File: src/rtl/xsem_pkg.sv
package xsem_pkg;

    localparam int SEM_FLAGS  = 8;
    localparam int SEM_DATA_W = 16;

    typedef enum logic [1:0] {
        HOLD_NONE  = 2'd0,
        HOLD_LEFT  = 2'd1,
        HOLD_RIGHT = 2'd2
    } holder_e;

    // decoded intent of one port for the current cycle
    typedef struct packed {
        logic wr_go;   // flag write this cycle
        logic wr_val;  // value written (0 = request)
        logic rd_go;   // flag read active this cycle
        logic bad;     // illegal control combination
    } port_req_t;

    // per-flag state: two request latches (active low) and the holder
    typedef struct packed {
        logic    req_l;
        logic    req_r;
        holder_e holder;
    } flag_st_t;

    // read capture state of one port
    typedef struct packed {
        logic act;
        logic val;
    } rd_st_t;

    // registered error pulses
    typedef struct packed {
        logic err_l;
        logic err_r;
    } err_st_t;

endpackage

File: src/rtl/xsem_port_dec.sv
module xsem_port_dec
    import xsem_pkg::*;
(
    input  logic      ce_n,
    input  logic      sel_n,
    input  logic      wr_n,
    input  logic      oe_n,
    input  logic      ub_n,
    input  logic      lb_n,
    input  logic      wbit,
    output port_req_t req
);

    logic sem_access;
    logic byte_on;

    always_comb begin
        byte_on    = !ub_n || !lb_n;
        // the flags are reachable with the array deselected, or with the
        // array enabled but no byte lane selected
        sem_access = !sel_n && (ce_n || !byte_on);
        req.wr_go  = sem_access && !wr_n;
        req.wr_val = wbit;
        req.rd_go  = sem_access && wr_n && !oe_n;
        req.bad    = !sel_n && !ce_n && byte_on;
    end

endmodule

File: src/rtl/xsem_flag.sv
module xsem_flag
    import xsem_pkg::*;
(
    input  logic clk,
    input  logic rst_n,
    input  logic l_we,
    input  logic l_val,
    input  logic r_we,
    input  logic r_val,
    output logic l_own,
    output logic r_own
);

    flag_st_t st_d, st_q;

    always_comb begin
        st_d = st_q;
        if (l_we) st_d.req_l = l_val;
        if (r_we) st_d.req_r = r_val;

        unique case (st_q.holder)
            HOLD_LEFT: begin
                if (st_d.req_l)
                    st_d.holder = st_d.req_r ? HOLD_NONE : HOLD_RIGHT;
            end
            HOLD_RIGHT: begin
                if (st_d.req_r)
                    st_d.holder = st_d.req_l ? HOLD_NONE : HOLD_LEFT;
            end
            default: begin
                // a same-cycle tie is settled toward the left side
                if (!st_d.req_l)      st_d.holder = HOLD_LEFT;
                else if (!st_d.req_r) st_d.holder = HOLD_RIGHT;
                else                  st_d.holder = HOLD_NONE;
            end
        endcase
    end

    always_ff @(posedge clk) begin
        if (!rst_n) begin
            st_q <= '{req_l: 1'b1, req_r: 1'b1, holder: HOLD_NONE};
        end else begin
            st_q <= st_d;
        end
    end

    assign l_own = (st_q.holder == HOLD_LEFT);
    assign r_own = (st_q.holder == HOLD_RIGHT);

endmodule

File: src/rtl/xsem_rd_hold.sv
module xsem_rd_hold
    import xsem_pkg::*;
#(
    parameter int NUM_FLAGS = SEM_FLAGS,
    parameter int DATA_W    = SEM_DATA_W,
    localparam int IDX_W    = $clog2(NUM_FLAGS)
) (
    input  logic                 clk,
    input  logic                 rst_n,
    input  logic                 rd_go,
    input  logic [IDX_W-1:0]     idx,
    input  logic [NUM_FLAGS-1:0] view,
    output logic [DATA_W-1:0]    rdat
);

    rd_st_t st_d, st_q;

    always_comb begin
        st_d.act = rd_go;
        st_d.val = st_q.val;
        // capture only on the first cycle of a read access
        if (rd_go && !st_q.act) st_d.val = view[idx];
    end

    always_ff @(posedge clk) begin
        if (!rst_n) begin
            st_q <= '{act: 1'b0, val: 1'b1};
        end else begin
            st_q <= st_d;
        end
    end

    assign rdat = st_q.act ? {DATA_W{st_q.val}} : '0;

endmodule

File: src/rtl/xsem_bank.sv
module xsem_bank
    import xsem_pkg::*;
#(
    parameter int NUM_FLAGS = SEM_FLAGS,
    parameter int DATA_W    = SEM_DATA_W,
    localparam int IDX_W    = $clog2(NUM_FLAGS)
) (
    input  logic              clk,
    input  logic              rst_n,
    input  logic              l_ce_n,
    input  logic              l_sel_n,
    input  logic              l_wr_n,
    input  logic              l_oe_n,
    input  logic              l_ub_n,
    input  logic              l_lb_n,
    input  logic [IDX_W-1:0]  l_idx,
    input  logic              l_wbit,
    output logic [DATA_W-1:0] l_rdat,
    output logic              l_err,
    input  logic              r_ce_n,
    input  logic              r_sel_n,
    input  logic              r_wr_n,
    input  logic              r_oe_n,
    input  logic              r_ub_n,
    input  logic              r_lb_n,
    input  logic [IDX_W-1:0]  r_idx,
    input  logic              r_wbit,
    output logic [DATA_W-1:0] r_rdat,
    output logic              r_err
);

    port_req_t            l_req, r_req;
    logic [NUM_FLAGS-1:0] own_l, own_r;
    logic [NUM_FLAGS-1:0] view_l, view_r;
    err_st_t              err_d, err_q;

    xsem_port_dec u_dec_l (
        .ce_n (l_ce_n), .sel_n(l_sel_n), .wr_n(l_wr_n), .oe_n(l_oe_n),
        .ub_n (l_ub_n), .lb_n (l_lb_n),  .wbit(l_wbit), .req (l_req)
    );

    xsem_port_dec u_dec_r (
        .ce_n (r_ce_n), .sel_n(r_sel_n), .wr_n(r_wr_n), .oe_n(r_oe_n),
        .ub_n (r_ub_n), .lb_n (r_lb_n),  .wbit(r_wbit), .req (r_req)
    );

    for (genvar g = 0; g < NUM_FLAGS; g++) begin : g_flag
        xsem_flag u_flag (
            .clk  (clk),
            .rst_n(rst_n),
            .l_we (l_req.wr_go && (l_idx == IDX_W'(g))),
            .l_val(l_req.wr_val),
            .r_we (r_req.wr_go && (r_idx == IDX_W'(g))),
            .r_val(r_req.wr_val),
            .l_own(own_l[g]),
            .r_own(own_r[g])
        );
    end

    // each side reads 0 only for flags it holds
    assign view_l = ~own_l;
    assign view_r = ~own_r;

    xsem_rd_hold #(.NUM_FLAGS(NUM_FLAGS), .DATA_W(DATA_W)) u_rd_l (
        .clk(clk), .rst_n(rst_n), .rd_go(l_req.rd_go), .idx(l_idx),
        .view(view_l), .rdat(l_rdat)
    );

    xsem_rd_hold #(.NUM_FLAGS(NUM_FLAGS), .DATA_W(DATA_W)) u_rd_r (
        .clk(clk), .rst_n(rst_n), .rd_go(r_req.rd_go), .idx(r_idx),
        .view(view_r), .rdat(r_rdat)
    );

    always_comb begin
        err_d.err_l = l_req.bad;
        err_d.err_r = r_req.bad;
    end

    always_ff @(posedge clk) begin
        if (!rst_n) begin
            err_q <= '0;
        end else begin
            err_q <= err_d;
        end
    end

    assign l_err = err_q.err_l;
    assign r_err = err_q.err_r;

endmodule

File: config.mk
export PLATFORM = sky130hd
export DESIGN_NAME = xsem_bank
export DESIGN_NICKNAME = d
export VERILOG_FILES = /design/src/rtl/xsem_pkg.sv /design/src/rtl/xsem_port_dec.sv /design/src/rtl/xsem_flag.sv /design/src/rtl/xsem_rd_hold.sv /design/src/rtl/xsem_bank.sv
export SDC_FILE = /design/constraint.sdc
export NUM_CORES = 1
export LEC_CHECK = 0
export BUFFER_PORTS_ARGS = -buffer_cell sky130_fd_sc_hd__buf_2
export CORE_ASPECT_RATIO = 1.4
export CORE_UTILIZATION = 40
export CTS_CLUSTER_DIAMETER = 120
export DETAILED_ROUTE_END_ITERATION = 16
export PLACE_DENSITY = 0.63
export SLEW_MARGIN = 10
export SYNTH_ARGS = -nofsm -noshare
export SYNTH_HDL_FRONTEND = slang
export SYNTH_SLANG_ARGS = --single-unit
File: constraint.sdc
create_clock -name clk -period 1.5 [get_ports clk]
set_input_delay 0.225 -clock clk [delete_from_list [all_inputs] [get_ports clk]]
set_output_delay 0.225 -clock clk [all_outputs]
set_load 0.1 [all_outputs]
# Word level (Yosys, flattened, before mapping)
# Cells that the tools add are included.
word_totals:
  ff_bits: 38
  latchBits: 0
  ram_bits: 0
  mem_bits_ro: 0
  input_bits: 22
  out_inout_bits: 34
  wordCells: 210
  n_memories: 0
op_classes:
  add_sub_neg: 0
  mul: 0
  div: 0
  order_cmp: 2
  eq_ne: 46
  n_shift: 0
  muxes: 70
  n_bitwise: 2
  reduce_logical: 60
op_table:
  columns: ["op", "n"]
  rows:
  - ["2-to-1 mux 2 bit", 32]
  - ["2-to-1 mux 16 bit", 2]
  - ["!= test 2 bit (second input constant)", 16]
  - ["one-hot mux 2 bit (2 select lines)", 8]
  - ["logical AND 1 bit", 30]
  - ["2-to-1 mux 1 bit", 26]
  - ["== test 3 bit (second input constant)", 8]
  - ["== test 2 x 1 -> 1 bit (second input constant)", 8]
  - ["== test 2 bit (second input constant)", 8]
  - ["logical NOT 1 bit", 16]
  - ["inverter 8 bit", 2]
  - ["AND reduction 2 bit", 8]
  - ["== test 3 x 2 -> 1 bit (second input constant)", 4]
  - ["less-than comparator 3 x 4 -> 1 bit (second input constant)", 2]
  - ["binary-select mux 1 bit (select 3 bit)", 2]
  - ["== test 3 x 1 -> 1 bit (second input constant)", 2]
  - ["logical NOT 3 bit", 2]
  - ["logical OR 1 bit", 4]

# Longest topological paths before layout
# Gate-level depths: netlist of the first run.
logic_depth:
  word_depth: 11
  mapped_depth: 6
  ltp_nobuf: 5

# By module
# From an unflattened synthesis of the first run, not the netlist that was laid out.
unflattened:
  cells_unflattened: 294
  hier_area_um2: 2800.2
by_module_without_submodules:
  columns: ["module", "n_inst", "cells_each", "area_each_um2"]
  rows:
  - ["xsem_flag", 8, 24, 236.5]
  - ["xsem_rd_hold", 2, 28, 256.5]
  - ["xsem_bank", 1, 36, 305.3]
  - ["xsem_port_dec", 2, 5, 45.0]

# Least setup slack after synthesis of the first run
# OpenSTA, ideal clock, no wires.
synth_path:
  kind: "register to output"
  start: "register u_rd_l.st_q[1] (netlist name)"
  end: "output l_rdat[10]"
  arrival_ns: 1.792
  required_ns: 1.275
  path_slack_ns: -0.517
  stages_incl_launch_ff: 3
  path_cell_list: "dfxtp_1 and2_1 buf_4"
synth_between:
  elab_chain_cells: 1
synth_rtl:
  columns: ["item", "line", "rtl"]
  rows:
  - ["start, declared", "xsem_rd_hold.sv:16", "rd_st_t st_d, st_q;"]
  - ["start signal, assigned", "xsem_rd_hold.sv:27", "st_q <= '{act: 1'b0, val: 1'b1};"]
  - ["start signal, assigned", "xsem_rd_hold.sv:29", "st_q <= st_d;"]
  - ["2-to-1 mux 16 bit", "xsem_rd_hold.sv:33", "assign rdat = st_q.act ? {DATA_W{st_q.val}} : '0;"]
  - ["end, declared", "xsem_bank.sv:18", "output logic [DATA_W-1:0] l_rdat,"]
# Every way passes these cells.

# Worst setup path in the final report of the first run
layout_path:
  start: "register g_flag[1].u_flag.st_q[0] (netlist name)"
  end: "register u_rd_r.st_q[0] (netlist name)"
layout_between:
  elab_chain_cells: 4
layout_rtl:
  columns: ["item", "line", "rtl"]
  rows:
  - ["start, declared", "xsem_flag.sv:14", "flag_st_t st_d, st_q;"]
  - ["start signal, assigned", "xsem_flag.sv:41", "st_q <= '{req_l: 1'b1, req_r: 1'b1, holder: HOLD_NONE};"]
  - ["start signal, assigned", "xsem_flag.sv:43", "st_q <= st_d;"]
  - ["== test 2 bit", "xsem_flag.sv:48", "assign r_own = (st_q.holder == HOLD_RIGHT);"]
  - ["inverter 8 bit", "xsem_bank.sv:62", "assign view_r = ~own_r;"]
  - ["binary-select mux 1 bit (select 3 bit)", "xsem_rd_hold.sv:22", "if (rd_go && !st_q.act) st_d.val = view[idx];"]
  - ["2-to-1 mux 1 bit (implied by the code)", "xsem_rd_hold.sv:22", null]
  - ["end signal, assigned", "xsem_rd_hold.sv:27", null]
  - ["end signal, assigned", "xsem_rd_hold.sv:29", null]
  - ["end, declared", "xsem_rd_hold.sv:16", null]
# Every way passes these cells. The select of a mux whose other input is x is not followed.
# A chain may end at the register's enable or synchronous reset.

==> impl_metrics.yaml, run 1 <==
layout:
  final_cells: 382
  fill_cells: 447
  final_nets: 352
  drive_above_1_share_pct: 51.91
  syn_to_final_growth_pct: 48.69
  diodes: 0
floorplan:
  ioPinCount: 56
  die_w_um: 66.55
  dieHeight_um: 92.37
  start_util_pct: 41.93
  core_sq_um: 5565
  die-area_sq_um: 6147
  num_rows: 32
global_route:
  gr-total-overflow: 0
  grt_start_max_net_pins: 18
  groute.usage.overall_pct: 18.72
  grt_pass1_vias: 1898
  grt_antenna_before_repair: 0
  grt_first_pass_wirelength_mm: 8.652
clock_network:
  cts_buffers: 5
  clockRootBuffer: "clkbuf_8"
  cts_buffer_depth: 2
  htreeDepth: 2
  tritoncts: "done"
  cts_sinks: 38
  insertion_delay_ns: 0.29
  clk_pin_slew_ns: 0.07
  holdBufCountCts: 0
sta:
  final_hold_viol_count: 0
  setup_viol: 2
  holdWs_ns: 0.2271
  max_freq_ghz: 0.6091
  layout_min_cycle_time_ns: 1.642
  rsz0062_at_grt: "true"
  setup_tns_ns: -0.2241
  fin_crit_sh_pct: 109.5
  setup_ws_ns: -0.1418
  tightest_slew_ns: 0.4363
  fin_skew_ns: 0.005592
  max_slew_margin_pct: 70.08
  maxSlewViolCount: 0
logic_synthesis:
  seq_area_frac_synth_pct: 32.60
  synth_cells: 249
  avgSynthCellArea_sq_um: 9.371
  synth.distinct_cells: 31
  synth_seq_cells: 38
  netlist_area_sq_um: 2333
  synth_warnings: 0
  syn_nets: 287
run:
  maxCapViolCount: 0
setup_path:
  cp_slowest_cell: "mux4_2"
  cpPeakStageDelay_ns: 0.48
  r2r_slack_ns: -0.14
  path_max_fanout: 3
  crit_arrival_ns: 1.84
  crit_path_cell_trace: "inv_2, ha_2, mux4_2, mux2_4, o311ai_2"
  critPathKind: "reg -> reg"
  critPathLaunchType: "flop"
  end_kind: "flop"
  required_ns: 1.70
power:
  clkPwrFrac_pct: 31.1
  p_comb_share_pct: 21.3
  pwr-share-seq_pct: 47.6
  p_sw_uw: 643.7
  intPower_uw: 1515
  ir_drop_uv: 463.1
  p_leak_uw: 0.001515
  swShare_pct: 29.81
  p_per_area_nw_per_um2: 622.3
  finalPower_uw: 2159
routing:
  firstDrtPassIters: 4
  ant_nets: 0
  wl_per_cell_um: 13.96
  post_drt_via_cell_ratio: 5.249
  drt_iter0_markers: 50
  routed-via-count: 2005
  remaining_drc_errors: 0
  wl_mm: 5.333
outcome:
  violations: "setup timing"
  status: "finished with violations"
placement:
  place.gp.congestion: 0.8375
  hpwl_mm: 4.215
  dp_slack_ns: -0.1251
  dp.cells: 372
  numPortBuffers: 55
min_path:
  hold_class: "in -> reg"
-- critical path, delay by kind of cell (launching register included) --
| family | cells | cell delay (ns) |
|---|---|---|
| adder cells (fa/ha/maj) | 1 | 0.19 |
| buffers and inverters | 1 | 0.03 |
| AO/OA/AOI/OAI | 1 | 0.21 |
| multiplexers | 2 | 0.77 |
| flip-flops | 1 | 0.36 |
-- registers in the layout, indices dropped and copies added, names as in the netlist --
signal and cells:
r_err 1, u_rd_r.st_q 2, g_flag.u_flag.st_q 32, l_err 1
u_rd_l.st_q 2
-- placed cells by master (no fill, tap or decap) --
cell       count
nor3_1         2
clkbuf_1       2
mux4_2         4
nor3_4         1
o21ai_0        2
nor3b_4        1
ha_2          14
ha_4           2
a21o_1         2
buf_2         23
buf_4         39
mux2_4         2
clkbuf_8       5
o21bai_1       1
a22oi_1        6
o311ai_2       2
nand2_1       24
o32ai_1        6
a21bo_2        1
o211ai_1       7
dfxtp_2       15
mux2i_1       23
nor2b_1        4
or3_1          8
inv_1         10
clkbuf_16      1
nand4_1        4
inv_2          7
dfxtp_1       22
nor2_1        14
nand3_1       14
and2_4         2
nor3_2         1
a22oi_2        2
o32ai_2        3
nor3b_2        1
dfxtp_4        1
buf_12        36
-- synthesized netlist by cell type, drive strengths merged --
| library cell | n | area [sq um] |
|---|---|---|
| dfxtp | 38 | 760.7 |
| buf | 34 | 247.7 |
| nand2 | 24 | 90.09 |
| mux2i | 23 | 230.2 |
| inv | 17 | 63.81 |
| ha | 16 | 200.2 |
| nand3 | 14 | 70.07 |
| nor2 | 14 | 52.55 |
| o32ai | 9 | 101.4 |
| a22oi | 8 | 70.06 |
| or3 | 8 | 50.05 |
| clkbuf | 7 | 26.28 |
| o211ai | 7 | 52.55 |
| mux4 | 4 | 90.09 |
| nand4 | 4 | 25.02 |
| nor2b | 4 | 25.02 |
| nor3 | 4 | 36.29 |
| a21o | 2 | 15.01 |
| and2 | 2 | 12.51 |
| mux2 | 2 | 22.52 |
| nor3b | 2 | 31.28 |
| o21ai | 2 | 10.01 |
| o311ai | 2 | 32.53 |
| a21bo | 1 | 10.01 |
| o21bai | 1 | 7.510 |
-- cells by family (layout without fill, tap and decap cells) --
group	count (synthesis)	in the layout	synth area share, %
compound gates	32	32	12.81
fa+ha+maj	16	16	8.579
buf+inv	58	123	14.48
flops	38	38	32.60
mux	29	29	14.69
simple gates	76	76	16.84
-- power by group through the flow --
stage / sequential, uW / combinational [uW] / clock (uW)
final: 1030 / 460 / 672
after floorplan: 1060 / 275 / 0
after global routing: 1030 / 483 / 733
after CTS: 1030 / 457 / 676
after global placement: 1050 / 449 / 0
after detailed placement: 1050 / 453 / 0
-- final timing paths --
kind / cells after the start / from / to
min reg2reg: 2 / g_flag[2].u_flag.st_q[0] / g_flag[2].u_flag.st_q[0]
max: 5 / g_flag[1].u_flag.st_q[0] / u_rd_r.st_q[0]
max reg2reg: 5 / g_flag[1].u_flag.st_q[0] / u_rd_r.st_q[0]
min: 2 / rst_n / g_flag[4].u_flag.st_q[3]
-- final cells by class --
type | instances | area (sq um) | share of cell area (%)
Timing Repair Buffer | 99 | 1154 | 33.25
Clock buffer | 7 | 76.32 | 2.200
Inverter | 17 | 63.81 | 1.839
Multi-Input combinational cell | 153 | 1308 | 37.68
Sequential cell | 38 | 783.3 | 22.57
Tap cell | 68 | 85.08 | 2.452
-- metrics by stage --
step	area, sq um	util, %
detailed placement	3308	59.44
global route	3470	62.34
floorplan	2396	-
CTS	3425	61.53
finish	3470	62.34
global placement	3308	59.44
-- layer usage --
| layer | GRT usage, % | vias to the layer above | wire, um |
|---|---|---|---|
| li1 | - | 980 | - |
| met1 | 19.82 | 936 | 2090 |
| met2 | 33.08 | 76 | 2765 |
| met3 | 5.296 | 13 | 318 |
| met4 | 8.688 | 0 | 157 |
| met5 | 0 | - | 0 |
-- timing repair --
action,4_1_cts,5_1_grt
endpoints found under the hold margin,0,0
setup buffers,2,0
gates cloned,0,1
pin swaps,1,1
setup endpoints to repair,14,25
resized for setup,7,10
Note: power is estimated with default switching activity, not from simulation.
==> run 2: changes to the inputs <==
--- a/config.mk
+++ b/config.mk
@@ -8,10 +8,12 @@
 export BUFFER_PORTS_ARGS = -buffer_cell sky130_fd_sc_hd__buf_2
 export CORE_ASPECT_RATIO = 1.4
 export CORE_UTILIZATION = 40
+export CTS_BUF_LIST = sky130_fd_sc_hd__clkbuf_8
 export CTS_CLUSTER_DIAMETER = 120
 export DETAILED_ROUTE_END_ITERATION = 16
 export PLACE_DENSITY = 0.63
-export SLEW_MARGIN = 10
+export SKIP_LAST_GASP = 1
+export SLEW_MARGIN = 20
 export SYNTH_ARGS = -nofsm -noshare
 export SYNTH_HDL_FRONTEND = slang
 export SYNTH_SLANG_ARGS = --single-unit
==> impl_metrics.yaml, run 2 (synthesis results as in run 1) <==
layout:
  final_cells: 382
  largest_reg_flops: 32
  drive_above_1_share_pct: 50.32
  fill_cells: 447
  syn_to_final_growth_pct: 47.67
  reg_top3: "g_flag.u_flag.st_q x32, u_rd_l.st_q x2, u_rd_r.st_q x2"
  layout_common_cells: "buf_4 (39), buf_12 (36), nand2_1 (24)"
  regMostFlops: "g_flag.u_flag.st_q"
  multiInputGateArea_sq_um: 1287
  fin_util_pct: 61.92
  seqCellArea_sq_um: 779.5
  mostFrequentLayoutCell: "buf_4"
  design_area_sq_um: 3446
  diodes: 0
  final_nets: 352
floorplan:
  core_sq_um: 5565
  die-area_sq_um: 6147
  ioPinCount: 56
  die_w_um: 66.55
  dieHeight_um: 92.37
  start_util_pct: 41.93
  num_rows: 32
clock_network:
  clockRootBuffer: "clkbuf_8"
  cts_sinks: 38
  insertion_delay_ns: 0.29
  cts_buffer_depth: 2
  tritoncts: "done"
  clk_pin_slew_ns: 0.07
  cts_buffers: 5
  htreeDepth: 2
setup_path:
  cp.buffers_inverters: 1
  path_delay_family: "multiplexers"
  critPathKind: "reg -> reg"
  cp_slowest_cell: "mux4_2"
  path_max_fanout: 3
  reg2reg_to: "u_rd_r.st_q[0]"
  required_ns: 1.70
  end_kind: "flop"
  crit_path_cell_trace: "inv_2, ha_2, mux4_2, mux2_4, o311ai_2"
  worstSetupStartpoint: "g_flag[1].u_flag.st_q[0]"
  path_depth: 5
  endpoint: "u_rd_r.st_q[0]"
  cpPeakStageDelay_ns: 0.48
  crit_arrival_ns: 1.82
  critPathLaunchType: "flop"
  reg2reg_from: "g_flag[1].u_flag.st_q[0]"
  worstRegToRegCells: 5
  r2r_slack_ns: -0.13
placement:
  dpl_cell_area_sq_um: 3308
  place.gp.congestion: 0.8375
  numPortBuffers: 55
  dp.cells: 372
  hpwl_mm: 4.215
outcome:
  status: "finished with violations"
  violations: "setup timing"
global_route:
  grt_pass1_vias: 1883
  groute.usage.overall_pct: 18.64
  gr-total-overflow: 0
  grt_first_pass_wirelength_mm: 8.618
  grt_start_max_net_pins: 18
  grt_antenna_before_repair: 0
sta:
  setup_tns_ns: -0.2132
  fin_crit_sh_pct: 108.4
  layout_min_cycle_time_ns: 1.626
  max_slew_margin_pct: 69.97
  maxSlewViolCount: 0
  rsz0062_at_grt: "true"
  setup_ws_ns: -0.1261
  final_hold_viol_count: 0
  fin_skew_ns: 0.008930
  max_freq_ghz: 0.6150
  tightest_slew_ns: 0.4379
  setup_viol: 2
routing:
  routed-via-count: 1980
  wl_mm: 5.234
  drt_iter0_markers: 48
  post_drt_via_cell_ratio: 5.183
  remaining_drc_errors: 0
  wl_per_cell_um: 13.70
  ant_nets: 0
  firstDrtPassIters: 4
power:
  p_per_area_nw_per_um2: 619.7
  ir_drop_uv: 462.8
  p_leak_uw: 0.001517
run:
  maxCapViolCount: 0
min_path:
  hold_class: "in -> reg"
[run 2: worst register-to-register path, stage by stage (launching register included)]
cell and delay [ns]:
dfxtp_2 0.36, inv_2 0.04, ha_2 0.19, mux4_2 0.48, mux2_4 0.29, o311ai_2 0.20
[run 2: power breakdown]
group	switching [uW]	leakage [uW]	total (uW)	internal (uW)
Combinational	284	0.00116	459	174
Sequential	6.10	0.000315	1030	1020
Clock	342	0.0000466	649	307
[run 2: how the worst min path moves through the flow]
stage                             startpoint                       end  slack [ns]  depth (start not counted)
finish                                 rst_n  g_flag[5].u_flag.st_q[3]        0.23                          2
global route                           rst_n  g_flag[5].u_flag.st_q[3]        0.21                          2
CTS                                    rst_n  g_flag[5].u_flag.st_q[3]        0.22                          2
detailed placement  g_flag[0].u_flag.st_q[0]  g_flag[0].u_flag.st_q[0]        0.46                          2
global placement    g_flag[1].u_flag.st_q[0]  g_flag[1].u_flag.st_q[0]        0.46                          2
floorplan                            l_sel_n                     l_err        0.30                          1
[run 2: layer usage]
metal,part of all wire [%],vias up,wire length (um),global-route usage (%)
li1,-,974,-,-
met1,39,925,2063,19.91
met2,52,69,2746,32.74
met3,5.4,12,282,5.296
met4,2.7,0,142,8.688
met5,0,-,0,0
[run 2: stage by stage]
step                      total power (uW)  setup slack (ns)  hold WS (ns)
after detailed placement              1504           -0.1251        0.4635
after global routing                  2232           -0.1765        0.2134
after global placement                1500           -0.1100        0.4590
after floorplan                       1340          -0.04136        0.3043
final                                 2135           -0.1261        0.2277
after CTS                             2148           -0.1442        0.2229
[run 2: repair_timing]
item / in CTS / in global routing
pin swaps: 1 / 1
hold buffers: 0 / 0
gates resized for setup: 1 / 8
gates cloned: 0 / 1
endpoints found under the setup margin: 14 / 25
buffers inserted: 2 / 0
[run 2: cell type report]
cell class | instances | share of cell area (%)
flip-flops and latches | 38 | 22.62
repair buffers | 99 | 33.48
well taps | 68 | 2.469
multi-input cells | 153 | 37.36
clock inverters | 2 | 0.2179
inverters | 17 | 1.852
clock buffers | 5 | 1.997
==> run 3: changes to the inputs <==
--- a/config.mk
+++ b/config.mk
@@ -11,7 +11,7 @@
 export CTS_BUF_LIST = sky130_fd_sc_hd__clkbuf_8
 export CTS_CLUSTER_DIAMETER = 120
 export DETAILED_ROUTE_END_ITERATION = 16
-export PLACE_DENSITY = 0.63
+export PLACE_DENSITY = 0.74
 export SKIP_LAST_GASP = 1
 export SLEW_MARGIN = 20
 export SYNTH_ARGS = -nofsm -noshare
==> impl_metrics.yaml, run 3 (synthesis results as in run 1) <==
clock_network:
  cts_buffers: 5
  htreeDepth: 2
  cts_buffer_depth: 2
  tritoncts: "done"
  cts_sinks: 38
  insertion_delay_ns: 0.30
  clk_pin_slew_ns: 0.08
  clockRootBuffer: "clkbuf_8"
layout:
  largest_reg_flops: 32
  regMostFlops: "g_flag.u_flag.st_q"
  fill_cells: 419
  layout_common_cells: "buf_12 (35), buf_4 (33), nand2_1 (24)"
  syn_to_final_growth_pct: 46.06
  drive_above_1_share_pct: 49.68
  final_nets: 345
  mostFrequentLayoutCell: "buf_12"
  final_cells: 376
  design_area_sq_um: 3408
  diodes: 0
  reg_top3: "g_flag.u_flag.st_q x32, u_rd_l.st_q x2, u_rd_r.st_q x2"
placement:
  numPortBuffers: 55
  dpl_cell_area_sq_um: 3223
  hpwl_mm: 4.358
  place.gp.congestion: 0.8558
  dp.cells: 364
floorplan:
  core_sq_um: 5565
  num_rows: 32
  ioPinCount: 56
  die_w_um: 66.55
  dieHeight_um: 92.37
  die-area_sq_um: 6147
  start_util_pct: 41.93
routing:
  post_drt_via_cell_ratio: 5.340
  ant_nets: 0
  routed-via-count: 2008
  wl_per_cell_um: 15.03
  remaining_drc_errors: 0
  wl_mm: 5.650
  drt_iter0_markers: 71
  firstDrtPassIters: 5
power:
  ir_drop_uv: 575.7
  p_leak_uw: 0.001487
  p_per_area_nw_per_um2: 650.1
setup_path:
  critPathLaunchType: "flop"
  critPathKind: "reg -> reg"
  crit_arrival_ns: 1.83
  required_ns: 1.71
  path_max_fanout: 3
  end_kind: "flop"
sta:
  max_freq_ghz: 0.6171
  fin_skew_ns: 0.009212
  rsz0062_at_grt: "true"
  fin_crit_sh_pct: 108.0
  setup_viol: 2
  tightest_slew_ns: 0.4887
  maxSlewViolCount: 0
  holdWs_ns: 0.2347
  layout_min_cycle_time_ns: 1.620
  setup_ws_ns: -0.1204
  max_slew_margin_pct: 67.64
  final_hold_viol_count: 0
global_route:
  grt_first_pass_wirelength_mm: 9.018
  gr-total-overflow: 0
  groute.usage.overall_pct: 19.55
  grt_antenna_before_repair: 0
  grt_pass1_vias: 2017
  grt_start_max_net_pins: 23
run:
  maxCapViolCount: 0
min_path:
  hold_class: "in -> reg"
outcome:
  violations: "setup timing"
  status: "finished with violations"
[run 3: cell types whose count changed in the layout (fill, tap and decap cells not counted), sizes merged]
cell,before,now
clkbuf,6,7
inv,19,18
clkinv,0,1
buf,98,91
[run 3: layout make-up]
cell class / instances / area [sq um] / share of cell area, %
Clock buffer: 6 / 82.58 / 2.423
Multi-Input combinational cell: 153 / 1297 / 38.07
Tap cell: 68 / 85.08 / 2.496
Timing Repair Buffer: 92 / 1089 / 31.94
Clock inverter: 2 / 8.758 / 0.2570
Inverter: 17 / 63.81 / 1.872
Sequential cell: 38 / 782.0 / 22.94
[run 3: power by group]
group	switching, uW	total, uW	internal (uW)
combinational	288	460	172
clock	363	727	364
sequential	6.84	1030	1020
total	658	2220	1560
[run 3: stage by stage]
stage	total power (uW)	setup TNS, ns	util, %	setup slack [ns]
after floorplan	1340	-0.06603	-	-0.04136
after global placement	1492	-0.5777	57.91	-0.09094
after detailed placement	1497	-1.226	57.91	-0.1486
after CTS	2212	-0.1981	60.57	-0.09958
after global routing	2293	-0.3180	61.24	-0.1722
final	2216	-0.2158	61.24	-0.1204
[run 3: timing repair]
item / 4_1_cts / 5_1_grt
hold buffers: 0 / 0
pin swaps: 2 / 0
cloned: 0 / 1
resized for setup: 7 / 3
setup buffers: 3 / 0
hold endpoints to repair: 0 / 0
setup endpoints to repair: 18 / 20
[run 3: metal layers]
metal	track usage (%)	up-vias	share of wire, %
li1	-	961	-
met1	19.12	935	36
met2	35.94	92	53
met3	4.433	20	6.5
met4	11.35	0	4.5
met5	0	-	0
[run 3: path summary, 6_finish.rpt]
check	from	end	slack, ns	cells after the start
worst max-delay path	g_flag[7].u_flag.st_q[0]	u_rd_r.st_q[0]	-0.12	5
worst min-delay path	r_sel_n	r_err	0.23	3
worst max register to register	g_flag[7].u_flag.st_q[0]	u_rd_r.st_q[0]	-0.12	5
worst min register to register	g_flag[7].u_flag.st_q[0]	g_flag[7].u_flag.st_q[0]	0.47	2
[run 3: worst max-delay path, stage by stage (launching register included)]
cell and delay (ns):
dfxtp_2 0.34, inv_1 0.04, ha_2 0.20, mux4_2 0.47, mux2_4 0.28, o311ai_4 0.20
